**src/rtl/sysctl_pkg.sv**
```systemverilog
package sysctl_pkg;
  localparam int DW        = 8;
  localparam int AW        = 8;
  localparam int NUM_IRQ   = 8;
  localparam int MAX_BYTES = 4;
  localparam int NUM_BANKS = 15;

  localparam logic [AW-1:0] OFS_REV_LO = 8'h08;
  localparam logic [AW-1:0] OFS_REV_HI = 8'h09;
  localparam logic [AW-1:0] OFS_STAT   = 8'h50;
  localparam logic [AW-1:0] OFS_MASK   = 8'h52;
  localparam logic [AW-1:0] OFS_ROUTE  = 8'h54;
  localparam logic [DW-1:0] REV_CODE   = 8'h03;

  typedef struct packed {
    logic [AW-1:0] base;
    logic [2:0]    nbytes;
  } bank_t;

  localparam bank_t BANKS [NUM_BANKS] = '{
    '{8'h60, 3'd2}, '{8'h64, 3'd3}, '{8'h68, 3'd3}, '{8'h6C, 3'd3},
    '{8'h70, 3'd3}, '{8'h80, 3'd3}, '{8'h84, 3'd3}, '{8'h88, 3'd3},
    '{8'h8C, 3'd2}, '{8'h90, 3'd2}, '{8'h94, 3'd2}, '{8'h98, 3'd2},
    '{8'h9A, 3'd2}, '{8'h9C, 3'd4}, '{8'hE4, 3'd2}
  };
endpackage

```
**src/rtl/irq_status.sv**
```systemverilog
module irq_status
  import sysctl_pkg::*;
#(
  parameter int N = NUM_IRQ
) (
  input  logic         clk_i,
  input  logic         rst_ni,
  input  logic [N-1:0] sub_irq_i,
  input  logic         stat_we_i,
  input  logic         mask_we_i,
  input  logic [N-1:0] wdata_i,
  output logic [N-1:0] status_o,
  output logic [N-1:0] mask_o,
  output logic         irq_o
);
  logic [N-1:0] line_q, status_q, mask_q, status_d;
  logic         irq_q;

  // line edge beats software write, per bit
  always_comb begin
    for (int b = 0; b < N; b++) begin
      if (sub_irq_i[b] != line_q[b]) status_d[b] = sub_irq_i[b];
      else if (stat_we_i)            status_d[b] = wdata_i[b];
      else                           status_d[b] = status_q[b];
    end
  end

  always_ff @(posedge clk_i or negedge rst_ni) begin
    if (!rst_ni) begin
      line_q   <= '0;
      status_q <= '0;
      mask_q   <= '0;
      irq_q    <= 1'b0;
    end else begin
      line_q   <= sub_irq_i;
      status_q <= status_d;
      if (mask_we_i) mask_q <= wdata_i;
      irq_q    <= |(status_q & mask_q);
    end
  end

  assign status_o = status_q;
  assign mask_o   = mask_q;
  assign irq_o    = irq_q;

  for (genvar b = 0; b < N; b++) begin : g_line_chk
    AST_LINE_RISE: assert property (@(posedge clk_i) disable iff (!rst_ni)
      $rose(sub_irq_i[b]) |=> status_q[b]);
    AST_LINE_FALL: assert property (@(posedge clk_i) disable iff (!rst_ni)
      $fell(sub_irq_i[b]) |=> !status_q[b]);
  end

  AST_SW_WRITE: assert property (@(posedge clk_i) disable iff (!rst_ni)
    (stat_we_i && sub_irq_i == line_q) |=> status_q == $past(wdata_i));
  AST_MASKED_QUIET: assert property (@(posedge clk_i) disable iff (!rst_ni)
    ((status_q & mask_q) == '0) |=> !irq_o);
  AST_HOLD_QUIET: assert property (@(posedge clk_i) disable iff (!rst_ni)
    (!stat_we_i && sub_irq_i == line_q) |=> $stable(status_q));
endmodule

```
**src/rtl/byte_bank.sv**
```systemverilog
module byte_bank
  import sysctl_pkg::*;
#(
  parameter int BASE   = 8'h60,
  parameter int NBYTES = 2
) (
  input  logic          clk_i,
  input  logic          rst_ni,
  input  logic          we_i,
  input  logic [AW-1:0] addr_i,
  input  logic [DW-1:0] wdata_i,
  output logic          hit_o,
  output logic [DW-1:0] rdata_o
);
  logic [DW-1:0] q [NBYTES];
  logic [NBYTES-1:0] lane_sel;

  for (genvar j = 0; j < NBYTES; j++) begin : g_lane
    assign lane_sel[j] = (int'(addr_i) == BASE + j);

    always_ff @(posedge clk_i or negedge rst_ni) begin
      if (!rst_ni)                  q[j] <= '0;
      else if (we_i && lane_sel[j]) q[j] <= wdata_i;
    end

    AST_LANE_ISOLATED: assert property (@(posedge clk_i) disable iff (!rst_ni)
      !(we_i && lane_sel[j]) |=> $stable(q[j]));
    AST_LANE_WRITE: assert property (@(posedge clk_i) disable iff (!rst_ni)
      (we_i && lane_sel[j]) |=> q[j] == $past(wdata_i));
  end

  assign hit_o = |lane_sel;

  always_comb begin
    rdata_o = '0;
    for (int j = 0; j < NBYTES; j++)
      if (lane_sel[j]) rdata_o = q[j];
  end
endmodule

```
**src/rtl/sysctl_irq_regs.sv**
```systemverilog
module sysctl_irq_regs
  import sysctl_pkg::*;
(
  input  logic               clk_i,
  input  logic               rst_ni,
  input  logic               wr_en_i,
  input  logic [AW-1:0]      addr_i,
  input  logic [DW-1:0]      wdata_i,
  output logic [DW-1:0]      rdata_o,
  input  logic [NUM_IRQ-1:0] sub_irq_i,
  output logic               irq_o
);
  logic [NUM_IRQ-1:0] status, mask;
  logic [DW-1:0]      route_q;
  logic [NUM_BANKS-1:0] bank_hit;
  logic [DW-1:0]      bank_rd [NUM_BANKS];
  logic [DW-1:0]      bank_or;
  logic               ctl_hit;

  irq_status #(.N(NUM_IRQ)) u_irq (
    .clk_i     (clk_i),
    .rst_ni    (rst_ni),
    .sub_irq_i (sub_irq_i),
    .stat_we_i (wr_en_i && addr_i == OFS_STAT),
    .mask_we_i (wr_en_i && addr_i == OFS_MASK),
    .wdata_i   (wdata_i[NUM_IRQ-1:0]),
    .status_o  (status),
    .mask_o    (mask),
    .irq_o     (irq_o)
  );

  always_ff @(posedge clk_i or negedge rst_ni) begin
    if (!rst_ni)                              route_q <= '0;
    else if (wr_en_i && addr_i == OFS_ROUTE)  route_q <= wdata_i;
  end

  for (genvar k = 0; k < NUM_BANKS; k++) begin : g_bank
    byte_bank #(
      .BASE   (int'(BANKS[k].base)),
      .NBYTES (int'(BANKS[k].nbytes))
    ) u_bank (
      .clk_i   (clk_i),
      .rst_ni  (rst_ni),
      .we_i    (wr_en_i),
      .addr_i  (addr_i),
      .wdata_i (wdata_i),
      .hit_o   (bank_hit[k]),
      .rdata_o (bank_rd[k])
    );
  end

  always_comb begin
    bank_or = '0;
    for (int k = 0; k < NUM_BANKS; k++) bank_or |= bank_rd[k];
  end

  assign ctl_hit = (addr_i == OFS_REV_LO) || (addr_i == OFS_REV_HI) ||
                   (addr_i == OFS_STAT) || (addr_i == OFS_MASK) || (addr_i == OFS_ROUTE);

  always_comb begin
    unique case (addr_i)
      OFS_REV_LO: rdata_o = REV_CODE;
      OFS_REV_HI: rdata_o = '0;
      OFS_STAT:   rdata_o = DW'(status);
      OFS_MASK:   rdata_o = DW'(mask);
      OFS_ROUTE:  rdata_o = route_q;
      default:    rdata_o = bank_or;
    endcase
  end

  AST_REV_FIXED: assert property (@(posedge clk_i) disable iff (!rst_ni)
    (addr_i == OFS_REV_LO) |-> rdata_o == 8'h03);
  AST_UNMAPPED_ZERO: assert property (@(posedge clk_i) disable iff (!rst_ni)
    (!ctl_hit && bank_hit == '0) |-> rdata_o == '0);
  AST_ONE_BANK: assert property (@(posedge clk_i) disable iff (!rst_ni)
    $onehot0(bank_hit));
  AST_ROUTE_HOLD: assert property (@(posedge clk_i) disable iff (!rst_ni)
    !(wr_en_i && addr_i == OFS_ROUTE) |=> $stable(route_q));
endmodule

```
**config.mk**
```make
export PLATFORM = sky130hd
export DESIGN_NAME = sysctl_irq_regs
export DESIGN_NICKNAME = d
export VERILOG_FILES = /design/src/rtl/sysctl_pkg.sv /design/src/rtl/irq_status.sv /design/src/rtl/byte_bank.sv /design/src/rtl/sysctl_irq_regs.sv
export SDC_FILE = /design/constraint.sdc
export NUM_CORES = 1
export LEC_CHECK = 0
export ABC_AREA = 1
export BUFFER_PORTS_ARGS = -buffer_cell sky130_fd_sc_hd__buf_2
export CORE_MARGIN = 5
export CORE_UTILIZATION = 55
export DETAILED_ROUTE_END_ITERATION = 10
export PLACE_DENSITY = 0.71
export SLEW_MARGIN = 20
export SYNTH_ARGS = -nofsm -noshare
export SYNTH_HDL_FRONTEND = slang
export SYNTH_SLANG_ARGS = --single-unit
export TNS_END_PERCENT = 1
```
**constraint.sdc**
```tcl
create_clock -name clk_i -period 2.5 [get_ports clk_i]
set_clock_uncertainty 0.1 [all_clocks]
set_input_delay 0.25 -clock clk_i [delete_from_list [all_inputs] [get_ports clk_i]]
set_output_delay 0.25 -clock clk_i [all_outputs]
set_load 0.05 [all_outputs]
```
Word level (Yosys, flattened, before mapping)
Index checks and enable logic that the tools add are counted.
{"block": "totals", "regBits": 345, "elab_cells": 225, "out_inout_bits": 9, "inputBits": 27}
{"block": "op_classes", "bitwise": 15, "n_mux": 56, "eq_ne": 52, "reduce_logical": 51}
{"cell": "$mux 8", "n": 39}
{"cell": "$eq 8x8->1 const B", "n": 37}
{"cell": "$or 8x8->8", "n": 14}
{"cell": "$logic_and 1x1->1", "n": 42}
{"cell": "$pmux 8 s5", "n": 1}
{"cell": "$eq 8x7->1 const B", "n": 3}
{"cell": "$eq 8x4->1 const B", "n": 2}
{"cell": "$eq 8x6->1 const B", "n": 2}
{"cell": "$mux 1", "n": 16}
{"cell": "$reduce_bool 2->1", "n": 8}
{"cell": "$and 8x8->8", "n": 1}
{"cell": "$ne 1x1->1", "n": 8}
{"cell": "$reduce_or 8->1", "n": 1}

Depth between registers and ports, before layout
{"block": "depth", "ltp_word": 19, "depth_mapped": 12, "depth_no_buf": 11}

Cells and area by module
From an unflattened synthesis, not the netlist that was laid out.
{"block": "unflattened", "hier_cells": 2483, "area_unflattened_um2": 19606.3}
{"mod": "byte_bank (g_bank[1].u_bank ...)", "seq_area_each_um2": 600.6, "cells_each": 164, "n_inst": 2, "area_each_um2": 1391.3}
{"mod": "byte_bank (g_bank[6].u_bank ...)", "seq_area_each_um2": 600.6, "cells_each": 155, "n_inst": 2, "area_each_um2": 1265.0}
{"mod": "byte_bank (g_bank[10].u_bank ...)", "seq_area_each_um2": 400.4, "cells_each": 118, "n_inst": 2, "area_each_um2": 937.1}
{"mod": "byte_bank (g_bank[0].u_bank ...)", "seq_area_each_um2": 400.4, "cells_each": 118, "n_inst": 2, "area_each_um2": 890.9}
{"mod": "byte_bank (g_bank[13].u_bank)", "seq_area_each_um2": 800.8, "cells_each": 191, "n_inst": 1, "area_each_um2": 1691.6}
{"mod": "byte_bank (g_bank[5].u_bank)", "seq_area_each_um2": 600.6, "cells_each": 167, "n_inst": 1, "area_each_um2": 1365.1}
{"mod": "byte_bank (g_bank[4].u_bank)", "seq_area_each_um2": 600.6, "cells_each": 153, "n_inst": 1, "area_each_um2": 1277.5}
{"mod": "byte_bank (g_bank[3].u_bank)", "seq_area_each_um2": 600.6, "cells_each": 153, "n_inst": 1, "area_each_um2": 1266.2}
{"mod": "sysctl_irq_regs", "seq_area_each_um2": 200.2, "cells_each": 235, "n_inst": 1, "area_each_um2": 1234.9}
{"mod": "irq_status", "seq_area_each_um2": 625.6, "cells_each": 128, "n_inst": 1, "area_each_um2": 1063.5}
{"mod": "byte_bank (g_bank[8].u_bank)", "seq_area_each_um2": 400.4, "cells_each": 117, "n_inst": 1, "area_each_um2": 928.4}
{"mod": "byte_bank (g_bank[12].u_bank)", "seq_area_each_um2": 400.4, "cells_each": 113, "n_inst": 1, "area_each_um2": 907.1}
{"mod": "byte_bank (g_bank[14].u_bank)", "seq_area_each_um2": 400.4, "cells_each": 116, "n_inst": 1, "area_each_um2": 903.4}

Worst setup path after synthesis
No wires, ideal clock.
{"block": "synth_timing", "path_kind": "input to output", "start": "in addr_i[5]", "end": "out rdata_o[1]", "setup_slack_ns": 0.513, "path_buffers": 2, "t_arrival_ns": 1.637, "stages": 11, "t_required_ns": 2.150, "path_cell_list": "inv_1 -> nand2_1 -> nor2_4 -> buf_6 -> buf_2 -> nand3_1 -> o21ai_0 -> inv_1 -> nand3_1 -> nor2_1 -> nand4_1"}
{"block": "synth_via", "elab_chain_cells": 19, "elab_cells_between_ends": 98, "cone_classes": "44 x eq/ne; 40 x mux; 14 x bitwise"}
{"item": "from (decl)", "line_no": "sysctl_irq_regs.sv:7", "text": "input logic [AW-1:0] addr_i,"}
{"item": "$eq 8x8->1", "line_no": "byte_bank.sv:19", "text": "assign lane_sel[j] = (int'(addr_i) == BASE + j);"}
{"item": "$mux 8 (3 in a row)", "line_no": "byte_bank.sv:37", "text": "if (lane_sel[j]) rdata_o = q[j];"}
{"item": "$or 8x8->8 (14 in a row)", "line_no": "sysctl_irq_regs.sv:54", "text": "for (int k = 0; k < NUM_BANKS; k++) bank_or |= bank_rd[k];"}
{"item": "$pmux 8 s5 *", "line_no": "sysctl_irq_regs.sv:61", "text": "unique case (addr_i)"}
{"item": "to (decl)", "line_no": "sysctl_irq_regs.sv:9", "text": "output logic [DW-1:0] rdata_o,"}
Mark *: on every way between the ends. The rest lies on a longest branch, timed or not.

Worst setup path in the final report
{"block": "layout_timing", "start": "in addr_i[1]", "end": "out rdata_o[4]"}
Same word-level chain as after synthesis.

==> impl_results.md <==
* # setup viols final at 0
* Clock buffer depth at 3
* Asr flop ratio synth at 1.00
* Fin. Hold Viols at 0
* Largest net degree at the start of global routing at 83
* Max-cap violations at 0
* GRT Resource Usage Total at 0.287
* Outcome: complete, no violations
* Max-slew headroom at 0.510
* Hold Path Class: in2async
* Count of cell types in the netlist at 31
* Critical path data required time at 2150 ps
* First-pass detailed-route iteration total at 5
* Initial antenna violation count at 0
* Max frequency at 401 MHz
* Post-Synthesis Cells at 1920
* Crit path capture type: output port
* FF+latch count, synth at 345
* First-pass GRT wire length at 71.0 mm
* Drt wl/cell at 18.7 um
* Number of flops mapped to enable cells by yosys at 0
* Syn Nets at 1947
* Pwr Density at 685 nW/um^2
* Period utilization at 0.997
* Final worst slack at 8.25 ps
* Core Rows at 61
* Worst Tran Pin Value at 730 ps
* RSZ-0062 raised after global routing: yes
* Placed instance count at 2331
* # IOs at 36
* H-Tree Depth at 2
* Antenna Cells at 0
* Clock Latency Late Sink at 520 ps
* Sink Count at 345
* Synth top area cells: dfrtp_1, nand2_1, o21ai_0, nand3_1, nor2_1
* Via count at 13600
* Root Driver: clkbuf_16
* Detailed Route Iter0 Violations at 1399
* Pre-CTS WS at -261 ps
* Die Footprint at 32000 um^2
* Crit Path Max Fanout at 7
* Top_reg_cell synth: dfrtp_1
* Gp weighted congestion at 0.916
* Ys Warns at 0
* Final ANT Viol Nets at 0
* VDD IR max at 0.401 mV
* Yosys top cell area share at 0.551
* Number of remaining DRC errors at 0
* Nets at 2039
* TNS Setup at 0 ps
* Period minus WS final at 2490 ps
* DIE HEIGHT at 179 um
* Vias in the first global route at 12900
* HPWL after detailed placement at 30.0 mm
* Avg Cell Area, Syn at 8.16 um^2
* Largest area contributor in the netlist: dfrtp_1
* Share of layout cells above drive strength 1 at 0.142
* Count of final max-slew check failures at 0
* WL final at 45.2 mm
* Leakage at 8.83 nW
* CTS clk-pin slew, worst paths at 60 ps
* Initial Util at 0.561
* Crit Path Category: in2out
* Non-Filler Instances at 2418
* Power Total at 12.5 mW
* Core area at 27900 um^2
* Register area share after synthesis at 0.551
* P&R area growth vs syn at 16.7%
* Arrival @ worst endpoint at 2140 ps
* Global route overflow at 0
* Chip Width at 179 um
* Post-Syn Area at 15700 um^2
* CTS tree: built
* Num CTS Buffers at 38
* Vias per inst at 5.62
* IO buf count at 35
* Startpoint Class: input port
## cells in the final DEF, fill, tap and decap left out, types with 9 or more instances in the layout
master         count
a21oi_1           23
buf_12            10
buf_2             26
buf_4             80
clkbuf_16         41
clkbuf_8          11
clkinv_2           9
dfrtp_1          345
dlygate4sd3_1     17
inv_1             80
inv_2             11
nand2_1          690
nand2_2           21
nand3_1          109
nand4_1           19
nor2_1            94
nor2_2            41
nor2_4            19
o21a_1            23
o21ai_0          316
o22ai_1           13
## registers in the layout, summed over array words and instances (netlist names)
signal and flops:
u_irq.mask_o 8, u_irq.status_o 8, route_q 8, u_irq.irq_o 1, u_irq.line_q 8, g_bank.u_bank.q 312
## Yosys cell counts, types with 2 or more instances
master / number
a21oi_1: 25
buf_2: 31
buf_4: 3
buf_6: 9
clkbuf_1: 44
clkinv_1: 3
dfrtp_1: 345
inv_1: 80
inv_2: 11
nand2_1: 694
nand2_2: 17
nand3_1: 115
nand4_1: 19
nor2_1: 120
nor2_2: 22
nor2_4: 12
nor3_1: 2
o21a_1: 23
o21ai_0: 317
o21ai_1: 5
o22ai_1: 13
## per-stage QoR
| stage | util | area [um^2] | hold WS [ps] |
|---|---|---|---|
| 5_1_grt | 0.655 | 18300 | 277 |
| 4_1_cts | 0.649 | 18100 | 253 |
| 2_1_floorplan | - | 15700 | -146 |
| 6_report | 0.655 | 18300 | 233 |
| 3_5_place_dp | 0.595 | 16600 | 207 |
| 3_3_place_gp | 0.595 | 16600 | 193 |
## layout make-up
type / instances / area, um^2
Fill cell: 2384 / 9650
Sequential cell: 345 / 8630
Multi-Input combinational cell: 1394 / 6380
Clock buffer: 56 / 1190
Timing Repair Buffer: 139 / 1160
Tap cell: 378 / 473
Inverter: 94 / 353
Clock inverter: 12 / 90.1
## layer usage
| layer | track usage | part of all wire | up-vias | routed length, um |
|---|---|---|---|---|
| li1 | - | - | 6421 | - |
| met1 | 0.410 | 0.44 | 6498 | 19700 |
| met2 | 0.443 | 0.45 | 543 | 20300 |
| met3 | 0.0462 | 0.075 | 116 | 3370 |
| met4 | 0.113 | 0.040 | 0 | 1800 |
| met5 | 0 | 0 | - | 0 |
## final timing paths
| check | start | to | slack, ps | cells after the start |
|---|---|---|---|---|
| max | addr_i[1] | rdata_o[4] | 8 | 16 |
| min | rst_ni | g_bank[4].u_bank.q[8] | 230 | 2 |
| max reg2reg | u_irq.line_q[4] | u_irq.status_o[4] | 1450 | 3 |
| min reg2reg | u_irq.line_q[2] | u_irq.status_o[2] | 350 | 1 |
| max in group asynchronous | rst_ni | g_bank[13].u_bank.q[6] | 1250 | 3 |
| min in group clk_i | sub_irq_i[6] | u_irq.line_q[6] | 270 | 2 |
## where the power goes
group	switching [mW]	total, mW	leakage (nW)	internal (mW)
sequential	0.165	6.05	4.61	5.89
combinational	0.559	0.827	3.59	0.268
clock	2.25	5.65	0.639	3.40
total	2.97	12.5	8.83	9.56
## critical path: stages
cell	delay [ps]
buf_2	130
inv_1	80
nand2_1	140
nor2_1	60
buf_4	150
nand2_1	60
buf_4	150
inv_2	70
nand2_1	60
nand2_1	90
nor2_1	150
nand3_2	130
nor2_2	190
buf_4	130
nand3_1	70
clkbuf_4	220
## timing repair
| action | in CTS | in global routing |
|---|---|---|
| buffers inserted | 0 | 2 |
| pin swaps | 1 | 7 |
| endpoints found under the hold margin | 113 | 0 |
| gates resized for setup | 16 | 42 |
| endpoints found under the setup margin | 8 | 8 |
| hold buffers | 17 | 0 |
## logic make-up (layout without fill, tap and decap cells)
family / count (synthesis) / in the layout / share of synthesized area
simple gates: 1006 / 1006 / 0.268
compound gates: 388 / 388 / 0.130
flops: 345 / 345 / 0.551
buf+inv: 181 / 301 / 0.0509
Power figures use the tool's default switching activity.
